`config.mk`:
```
export PLATFORM = sky130hd
export DESIGN_NAME = gcall_decoder
export DESIGN_NICKNAME = d
export VERILOG_FILES = /design/src/rtl/gcd_pkg.sv /design/src/rtl/gcd_frame_track.sv /design/src/rtl/gcd_cmd_decode.sv /design/src/rtl/gcall_decoder.sv
export SDC_FILE = /design/constraint.sdc
export NUM_CORES = 1
export LEC_CHECK = 0
export ABC_CLOCK_PERIOD_IN_PS = 1520
export CORE_MARGIN = 8
export CORE_UTILIZATION = 37
export CTS_CLUSTER_SIZE = 24
export DETAILED_ROUTE_END_ITERATION = 10
export PLACE_DENSITY = 0.8
export SLEW_MARGIN = 10
export SYNTH_ARGS = -nofsm -noshare
export SYNTH_HDL_FRONTEND = slang
export SYNTH_HIERARCHICAL = 1
export SYNTH_SLANG_ARGS = --single-unit
```
`constraint.sdc`:
```
create_clock -name clk -period 1.52 [get_ports clk]
set_input_delay 0.152 -clock clk [delete_from_list [all_inputs] [get_ports clk]]
set_output_delay 0.152 -clock clk [all_outputs]
set_load 0.005 [all_outputs]
```
`src/rtl/gcd_pkg.sv`:
```
package gcd_pkg;

  // position of the next expected byte within the current transfer
  typedef enum logic [1:0] {
    POS_IDLE = 2'd0,
    POS_ADDR = 2'd1,
    POS_CMD  = 2'd2,
    POS_DONE = 2'd3
  } pos_e;

  // classification of a general call command byte
  typedef enum logic [1:0] {
    GC_FORBID = 2'd0,
    GC_RESET  = 2'd1,
    GC_CONV   = 2'd2,
    GC_OTHER  = 2'd3
  } gc_cmd_e;

endpackage

```
`src/rtl/gcd_frame_track.sv`:
```
module gcd_frame_track
  import gcd_pkg::*;
#(
  parameter int DW = 8
) (
  input  logic          clk,
  input  logic          rst_n,
  input  logic          start_i,
  input  logic          stop_i,
  input  logic          byte_valid_i,
  input  logic [DW-1:0] byte_i,
  output logic          addr_hit_o,
  output logic          cmd_slot_o
);

  pos_e pos_q, pos_d;
  logic bus_evt;
  logic byte_take;

  // bus events win over a byte landing in the same cycle
  assign bus_evt   = start_i | stop_i;
  assign byte_take = byte_valid_i & ~bus_evt;

  always_comb begin
    pos_d = pos_q;
    if (stop_i) begin
      pos_d = POS_IDLE;
    end else if (start_i) begin
      pos_d = POS_ADDR;
    end else if (byte_valid_i) begin
      case (pos_q)
        POS_ADDR: pos_d = (byte_i == '0) ? POS_CMD : POS_DONE;
        POS_CMD:  pos_d = POS_DONE;
        default:  pos_d = pos_q;
      endcase
    end
  end

  always_ff @(posedge clk or negedge rst_n) begin
    if (!rst_n) begin
      pos_q <= POS_IDLE;
    end else begin
      pos_q <= pos_d;
    end
  end

  assign addr_hit_o = byte_take & (pos_q == POS_ADDR) & (byte_i == '0);
  assign cmd_slot_o = byte_take & (pos_q == POS_CMD);

endmodule

```
`src/rtl/gcd_cmd_decode.sv`:
```
module gcd_cmd_decode
  import gcd_pkg::*;
#(
  parameter int            DW        = 8,
  parameter logic [DW-1:0] RST_CODE  = 'h06,
  parameter logic [DW-1:0] CONV_CODE = 'h08,
  parameter bit            ACK_OTHER = 1'b0
) (
  input  logic [DW-1:0] byte_i,
  output gc_cmd_e       cmd_o,
  output logic          ack_o
);

  always_comb begin
    if (byte_i == '0) begin
      cmd_o = GC_FORBID;
      ack_o = 1'b0;
    end else if (byte_i == RST_CODE) begin
      cmd_o = GC_RESET;
      ack_o = 1'b1;
    end else if (byte_i == CONV_CODE) begin
      cmd_o = GC_CONV;
      ack_o = 1'b1;
    end else begin
      cmd_o = GC_OTHER;
      ack_o = ACK_OTHER;
    end
  end

endmodule

```
`src/rtl/gcall_decoder.sv`:
```
module gcall_decoder
  import gcd_pkg::*;
#(
  parameter int            DW        = 8,
  parameter int            MODE_BIT  = 4,
  parameter logic [DW-1:0] RST_CODE  = 'h06,
  parameter logic [DW-1:0] CONV_CODE = 'h08,
  parameter bit            ACK_OTHER = 1'b0
) (
  input  logic          clk,
  input  logic          rst_n,
  input  logic          start_i,
  input  logic          stop_i,
  input  logic          byte_valid_i,
  input  logic [DW-1:0] byte_i,
  input  logic [DW-1:0] cfg_i,
  input  logic          conv_busy_i,
  output logic          ack_vld_o,
  output logic          ack_o,
  output logic          soft_rst_o,
  output logic          conv_abort_o,
  output logic          conv_start_o,
  output logic          mode_wr_o,
  output logic [DW-1:0] mode_wdata_o
);

  localparam logic [DW-1:0] MODE_MASK = {{(DW-1){1'b0}}, 1'b1} << MODE_BIT;

  logic    addr_hit;
  logic    cmd_slot;
  gc_cmd_e cmd_kind;
  logic    cmd_ack;

  gcd_frame_track #(.DW(DW)) u_track (
    .clk          (clk),
    .rst_n        (rst_n),
    .start_i      (start_i),
    .stop_i       (stop_i),
    .byte_valid_i (byte_valid_i),
    .byte_i       (byte_i),
    .addr_hit_o   (addr_hit),
    .cmd_slot_o   (cmd_slot)
  );

  gcd_cmd_decode #(
    .DW        (DW),
    .RST_CODE  (RST_CODE),
    .CONV_CODE (CONV_CODE),
    .ACK_OTHER (ACK_OTHER)
  ) u_dec (
    .byte_i (byte_i),
    .cmd_o  (cmd_kind),
    .ack_o  (cmd_ack)
  );

  logic          ack_vld_d, ack_d, rst_d, abort_d, conv_d;
  logic          wdata_en;
  logic [DW-1:0] wdata_d;
  logic          ack_vld_q, ack_q, rst_q, abort_q, conv_q, mwr_q;
  logic [DW-1:0] wdata_q;

  always_comb begin
    ack_vld_d = addr_hit | cmd_slot;
    ack_d     = addr_hit | (cmd_slot & cmd_ack);
    rst_d     = cmd_slot & (cmd_kind == GC_RESET);
    abort_d   = rst_d & conv_busy_i;
    conv_d    = cmd_slot & (cmd_kind == GC_CONV);
    wdata_en  = conv_d;
    wdata_d   = cfg_i & ~MODE_MASK;
  end

  always_ff @(posedge clk or negedge rst_n) begin
    if (!rst_n) begin
      ack_vld_q <= 1'b0;
      ack_q     <= 1'b0;
      rst_q     <= 1'b0;
      abort_q   <= 1'b0;
      conv_q    <= 1'b0;
      mwr_q     <= 1'b0;
    end else begin
      ack_vld_q <= ack_vld_d;
      ack_q     <= ack_d;
      rst_q     <= rst_d;
      abort_q   <= abort_d;
      conv_q    <= conv_d;
      mwr_q     <= conv_d;
    end
  end

  always_ff @(posedge clk or negedge rst_n) begin
    if (!rst_n) begin
      wdata_q <= '0;
    end else if (wdata_en) begin
      wdata_q <= wdata_d;
    end
  end

  assign ack_vld_o    = ack_vld_q;
  assign ack_o        = ack_q;
  assign soft_rst_o   = rst_q;
  assign conv_abort_o = abort_q;
  assign conv_start_o = conv_q;
  assign mode_wr_o    = mwr_q;
  assign mode_wdata_o = wdata_q;

endmodule

```
==> flow_summary.html <==
<table>
<tr><th>Metric</th><th>Value</th></tr>
<tr><th colspan="2">Synthesis</th></tr>
<tr><td>Adder-cell share of the synthesized area</td><td>roughly 3.7%</td></tr>
<tr><td>Post-synthesis instance area</td><td>675.6 um2</td></tr>
<tr><td>Synthesized instance count</td><td>53</td></tr>
<tr><td>Number of nets produced by synthesis</td><td>77</td></tr>
<tr><td>Yosys top cell area share</td><td>51.85%</td></tr>
<tr><td>Fraction of the yosys area taken by sequential cells</td><td>between 50% and 60%</td></tr>
<tr><td>Number of flops mapped to enable cells by yosys</td><td>0</td></tr>
<tr><td>Biggest area contributors in the synthesized netlist</td><td>sky130_fd_sc_hd__dfrtp_1 (52%), sky130_fd_sc_hd__mux2_2 (12%), sky130_fd_sc_hd__ha_1 (3.7%)</td></tr>
<tr><td>Async set or reset register ratio after synthesis</td><td>between 90% and 100%</td></tr>
<tr><td>Synthesized-area fraction occupied by ao, oa, aoi and oai cells</td><td>5.926%</td></tr>
<tr><td>Post-synthesis share of cell area spent on xor and xnor gates</td><td>1.296%</td></tr>
<tr><td>Area leader, netlist</td><td>sky130_fd_sc_hd__dfrtp_1</td></tr>
<tr><td>Average cell area after synthesis</td><td>12.75 um2</td></tr>
<tr><td>Simple-gate share of the synthesized area</td><td>21.11%</td></tr>
<tr><td>Netlist cell types</td><td>26</td></tr>
<tr><td>Commonest register cell after synthesis</td><td>sky130_fd_sc_hd__dfrtp_1</td></tr>
<tr><td>Top cell types by occurrence after synthesis</td><td>sky130_fd_sc_hd__dfrtp_1 (14), sky130_fd_sc_hd__mux2_2 (7), sky130_fd_sc_hd__inv_1 (3), sky130_fd_sc_hd__nor2_1 (3)</td></tr>
<tr><td>Number of warnings reported in the yosys synthesis log</td><td>6</td></tr>
<tr><td>Count leader, synth</td><td>sky130_fd_sc_hd__dfrtp_1</td></tr>
<tr><td>Main combinational cell family by area after synthesis</td><td>simple AND/OR/NAND/NOR gates</td></tr>
<tr><td>Total of flip-flops plus latches after synthesis</td><td>14</td></tr>
<tr><td>Fraction of synthesized area in multiplexers</td><td>11.67%</td></tr>
<tr><th colspan="2">Clock tree</th></tr>
<tr><td>Clock root cell</td><td>sky130_fd_sc_hd__clkbuf_4</td></tr>
<tr><td>Number of post-CTS setup repair buffers</td><td>0</td></tr>
<tr><td>Quantity of hold-fixing buffers added after cts</td><td>0</td></tr>
<tr><td>Number of buffers inserted during clock tree synthesis</td><td>3</td></tr>
<tr><td>Clock latency on the worst-skew pair</td><td>0.26 ns</td></tr>
<tr><td>Count of H-tree levels built during CTS</td><td>1</td></tr>
<tr><td>CTS tree</td><td>done</td></tr>
<tr><td>Max clock buf depth</td><td>2</td></tr>
<tr><td>Sinks on the clock net</td><td>14</td></tr>
<tr><td>Clock transition at the registers of the reported paths</td><td>around 0.07 ns</td></tr>
<tr><th colspan="2">GRT</th></tr>
<tr><td>Number of antenna violations at the first check in global routing</td><td>0</td></tr>
<tr><td>Met1 global-route usage</td><td>under 10%</td></tr>
<tr><td>Via count of the first global-routing pass</td><td>595</td></tr>
<tr><td>Pin count of the biggest net entering global routing</td><td>15</td></tr>
<tr><td>Grt met2 use</td><td>between 15 and 20%</td></tr>
<tr><td>Aggregate global routing overflow</td><td>0</td></tr>
<tr><td>Top Usage Layer GRT</td><td>met2</td></tr>
<tr><td>Global-route wire length before repair</td><td>between 2000 and 2500 um</td></tr>
<tr><td>Met3 Track Usage GR</td><td>4.130%</td></tr>
<tr><td>Total global routing track utilization</td><td>8.937%</td></tr>
<tr><th colspan="2">Worst setup path</th></tr>
<tr><td>Worst EP arrival</td><td>1.80 ns</td></tr>
<tr><td>Setup slack on the worst flop-to-flop path</td><td>about 0.030 ns</td></tr>
<tr><td>Crit path capture type</td><td>register</td></tr>
<tr><td>Setup CP Type</td><td>primary input to register</td></tr>
<tr><td>Maximum fanout encountered on the critical timing path</td><td>8</td></tr>
<tr><td>Cell breakdown of the critical path</td><td>buf_6 &gt; or4_4 &gt; or4_4 &gt; nand3b_4 &gt; mux2_4</td></tr>
<tr><td>Crit path buffers/inverters</td><td>1</td></tr>
<tr><td>CP required</td><td>1.66 ns</td></tr>
<tr><td>Worst setup SP type</td><td>primary input</td></tr>
<tr><td>Worst Reg2Reg Path Length in Cells</td><td>5</td></tr>
<tr><td>Worst reg2reg path startpoint</td><td>u_track/pos_q[0]</td></tr>
<tr><td>Stage delay of the slowest cell on the critical path</td><td>0.53 ns</td></tr>
<tr><td>Critical path's most frequent cell</td><td>sky130_fd_sc_hd__or4_4</td></tr>
<tr><td>Critical register-to-register path endpoint</td><td>mode_wdata_o[0]</td></tr>
<tr><td>CP max-delay cell</td><td>sky130_fd_sc_hd__or4_4</td></tr>
<tr><td>Crit path max-delay family</td><td>simple AND/OR/NAND/NOR gates</td></tr>
<tr><th colspan="2">Floorplanning</th></tr>
<tr><td>Total number of placement rows</td><td>15</td></tr>
<tr><td>Core area</td><td>1727 um2</td></tr>
<tr><td>Floorplan die width</td><td>58.73 um</td></tr>
<tr><td>Overall die area</td><td>3449 um2</td></tr>
<tr><td>Initial standard-cell utilization of the core</td><td>between 30% and 40%</td></tr>
<tr><td>Vertical extent of the die</td><td>58.73 um</td></tr>
<tr><td>Number of ports placed on the die boundary</td><td>36</td></tr>
<tr><th colspan="2">Drt</th></tr>
<tr><td>Post-DR wirelength/cell</td><td>12.06 um</td></tr>
<tr><td>Total wirelength of the detailed-routed design</td><td>approximately 1500 um</td></tr>
<tr><td>Detailed Routing Iterations Pass 1</td><td>4</td></tr>
<tr><td>Antenna Nets Post-Route</td><td>0</td></tr>
<tr><td>Via count of the routed design</td><td>578</td></tr>
<tr><td>Vias per inst</td><td>approximately 4.7</td></tr>
<tr><td>Residual DRC count</td><td>0</td></tr>
<tr><td>Number of violations reported at the end of detailed-routing iteration 0</td><td>10</td></tr>
<tr><th colspan="2">Final layout</th></tr>
<tr><td>End-of-flow core utilization</td><td>67.17%</td></tr>
<tr><td>Non-Filler Cell Area, Final</td><td>1160 um2</td></tr>
<tr><td>Number of nets at the end of the flow</td><td>about 130</td></tr>
<tr><td>Share of post-route cells with drive strength above 1</td><td>between 30% and 40%</td></tr>
<tr><td>Area Overhead vs Synth</td><td>71.67%</td></tr>
<tr><td>Final antenna diode count</td><td>0</td></tr>
<tr><th colspan="2">Status</th></tr>
<tr><td>Failing checks</td><td>negative setup slack</td></tr>
<tr><td>Run status</td><td>finished with violations</td></tr>
<tr><th colspan="2">Power</th></tr>
<tr><td>Share of power burned in the clock network</td><td>27.0%</td></tr>
<tr><td>Total Power Consumption</td><td>0.6688 mW</td></tr>
<tr><td>Logic gate share of total power</td><td>16.4%</td></tr>
<tr><td>Leakage power summed over all cells</td><td>0.5624 nW</td></tr>
<tr><td>Switching share of total power</td><td>19.35%</td></tr>
<tr><td>Power spent charging and discharging nets</td><td>0.1294 mW</td></tr>
<tr><td>Sequential Power Share</td><td>a little under three fifths</td></tr>
<tr><td>Maximum resistive drop on vdd</td><td>280.0 uV</td></tr>
<tr><td>Cell-internal power</td><td>~0.54 mW</td></tr>
<tr><td>Power density normalized to cell area</td><td>576.7 nW/um2</td></tr>
<tr><th colspan="2">Timing</th></tr>
<tr><td>Total count of hold-check failures in the final report</td><td>0</td></tr>
<tr><td>Hold WS</td><td>0.2616 ns</td></tr>
<tr><td>Pin slew with the least headroom to its limit</td><td>around 0.57 ns</td></tr>
<tr><td>Share of the clock period used by the worst path after layout</td><td>109.3%</td></tr>
<tr><td>Final setup violation count</td><td>7</td></tr>
<tr><td>Maximum clock skew at final layout</td><td>0.002939 ns</td></tr>
<tr><td>Shortest period the worst path allows</td><td>around 1.7 ns</td></tr>
<tr><td>Fin worst setup slack</td><td>-0.1409 ns</td></tr>
<tr><td>Setup total negative slack</td><td>-0.9528 ns</td></tr>
<tr><td>Slew Limit Headroom</td><td>61.59%</td></tr>
<tr><td>Final max-slew violation count</td><td>0</td></tr>
<tr><td>Timing-limited maximum frequency</td><td>602.1 MHz</td></tr>
<tr><td>Unrepaired setup endpoints after global routing</td><td>yes</td></tr>
<tr><th colspan="2">Flow run</th></tr>
<tr><td>Max-Cap Viols</td><td>0</td></tr>
<tr><th colspan="2">Placed design</th></tr>
<tr><td>Input/output buffers</td><td>33</td></tr>
<tr><td>RePlAce Congestion</td><td>roughly 0.7</td></tr>
<tr><td>Post-DP Area</td><td>about 1100 um2</td></tr>
<tr><th colspan="2">Hold path</th></tr>
<tr><td>Class of the tightest hold or removal check</td><td>primary input to async pin</td></tr>
</table>
cell families after synthesis:
kind of cell / count (synthesis)
buffers and inverters: 5
and+or+nand+nor: 18
xor gates and xnor gates: 1
AOI/OAI and AO/OA: 5
muxes: 7
adders and majority gates: 2
other: 1
DFF: 14
state kept, by name, indices dropped and copies added (netlist names):
signal         flops
soft_rst_o         1
ack_vld_o          1
u_track/pos_q      2
conv_start_o       1
ack_o              1
mode_wdata_o       7
conv_abort_o       1
repair_timing:
item,4_1_cts,5_1_grt
setup endpoints to repair,10,7
pin swaps,2,1
gates resized for setup,22,1
worst reg2reg max path: stages (launching register included):
cell	delay, ns
sky130_fd_sc_hd__dfrtp_1	0.40
sky130_fd_sc_hd__inv_1	0.07
sky130_fd_sc_hd__ha_1	0.15
sky130_fd_sc_hd__and3_1	0.23
sky130_fd_sc_hd__nand3b_4	0.18
sky130_fd_sc_hd__mux2_4	0.34
through the flow:
stage | setup WS (ns) | instances
2_1_floorplan | -0.2445 | 53
3_3_place_gp | -0.7198 | 121
3_5_place_dp | -0.7647 | 121
4_1_cts | -0.1626 | 124
5_1_grt | -0.1505 | 124
6_report | -0.1409 | 124
per-layer routing:
layer  vias up  part of all wire, %
li1        278                    -
met3         2                   13
met5         -                    0
met2        31                   44
met4         0                 0.40
met1       267                   43
cell type report:
class,instances,area [um2]
fill,150,566.8
timing repair buffer,45,411.6
sequential,14,350.3
multi-input combinational,34,332.8
tap,25,31.28
clock buffer,3,22.52
inverter,3,11.26
worst max-delay path by stage:
stage	from	to	depth (start not counted)
2_1_floorplan	byte_i[4]	mode_wdata_o[0]	4
6_report	byte_i[6]	mode_wdata_o[0]	5
5_1_grt	byte_i[6]	mode_wdata_o[7]	5
4_1_cts	byte_i[6]	mode_wdata_o[5]	5
3_5_place_dp	byte_i[4]	mode_wdata_o[5]	5
3_3_place_gp	byte_i[4]	mode_wdata_o[3]	5
cells in the final DEF, fill, tap and decap left out, types with 2 or more instances in the layout:
cell                               n
sky130_fd_sc_hd__nor4_2            2
sky130_fd_sc_hd__buf_2             2
sky130_fd_sc_hd__clkdlybuf4s50_1  29
sky130_fd_sc_hd__mux2_4            7
sky130_fd_sc_hd__buf_4            12
sky130_fd_sc_hd__nor2_1            3
sky130_fd_sc_hd__inv_1             3
sky130_fd_sc_hd__clkbuf_4          3
sky130_fd_sc_hd__ha_1              2
sky130_fd_sc_hd__dfrtp_1          14
sky130_fd_sc_hd__or4_4             3
power groups by stage:
stage	logic (mW)	registers (mW)	clock network, mW
6_report	0.110	0.379	0.180
3_5_place_dp	0.112	0.386	0
3_3_place_gp	0.110	0.386	0
5_1_grt	0.121	0.379	0.208
2_1_floorplan	0.0227	0.385	0
4_1_cts	0.111	0.379	0.189
Note: power is estimated with default switching activity, not from simulation.
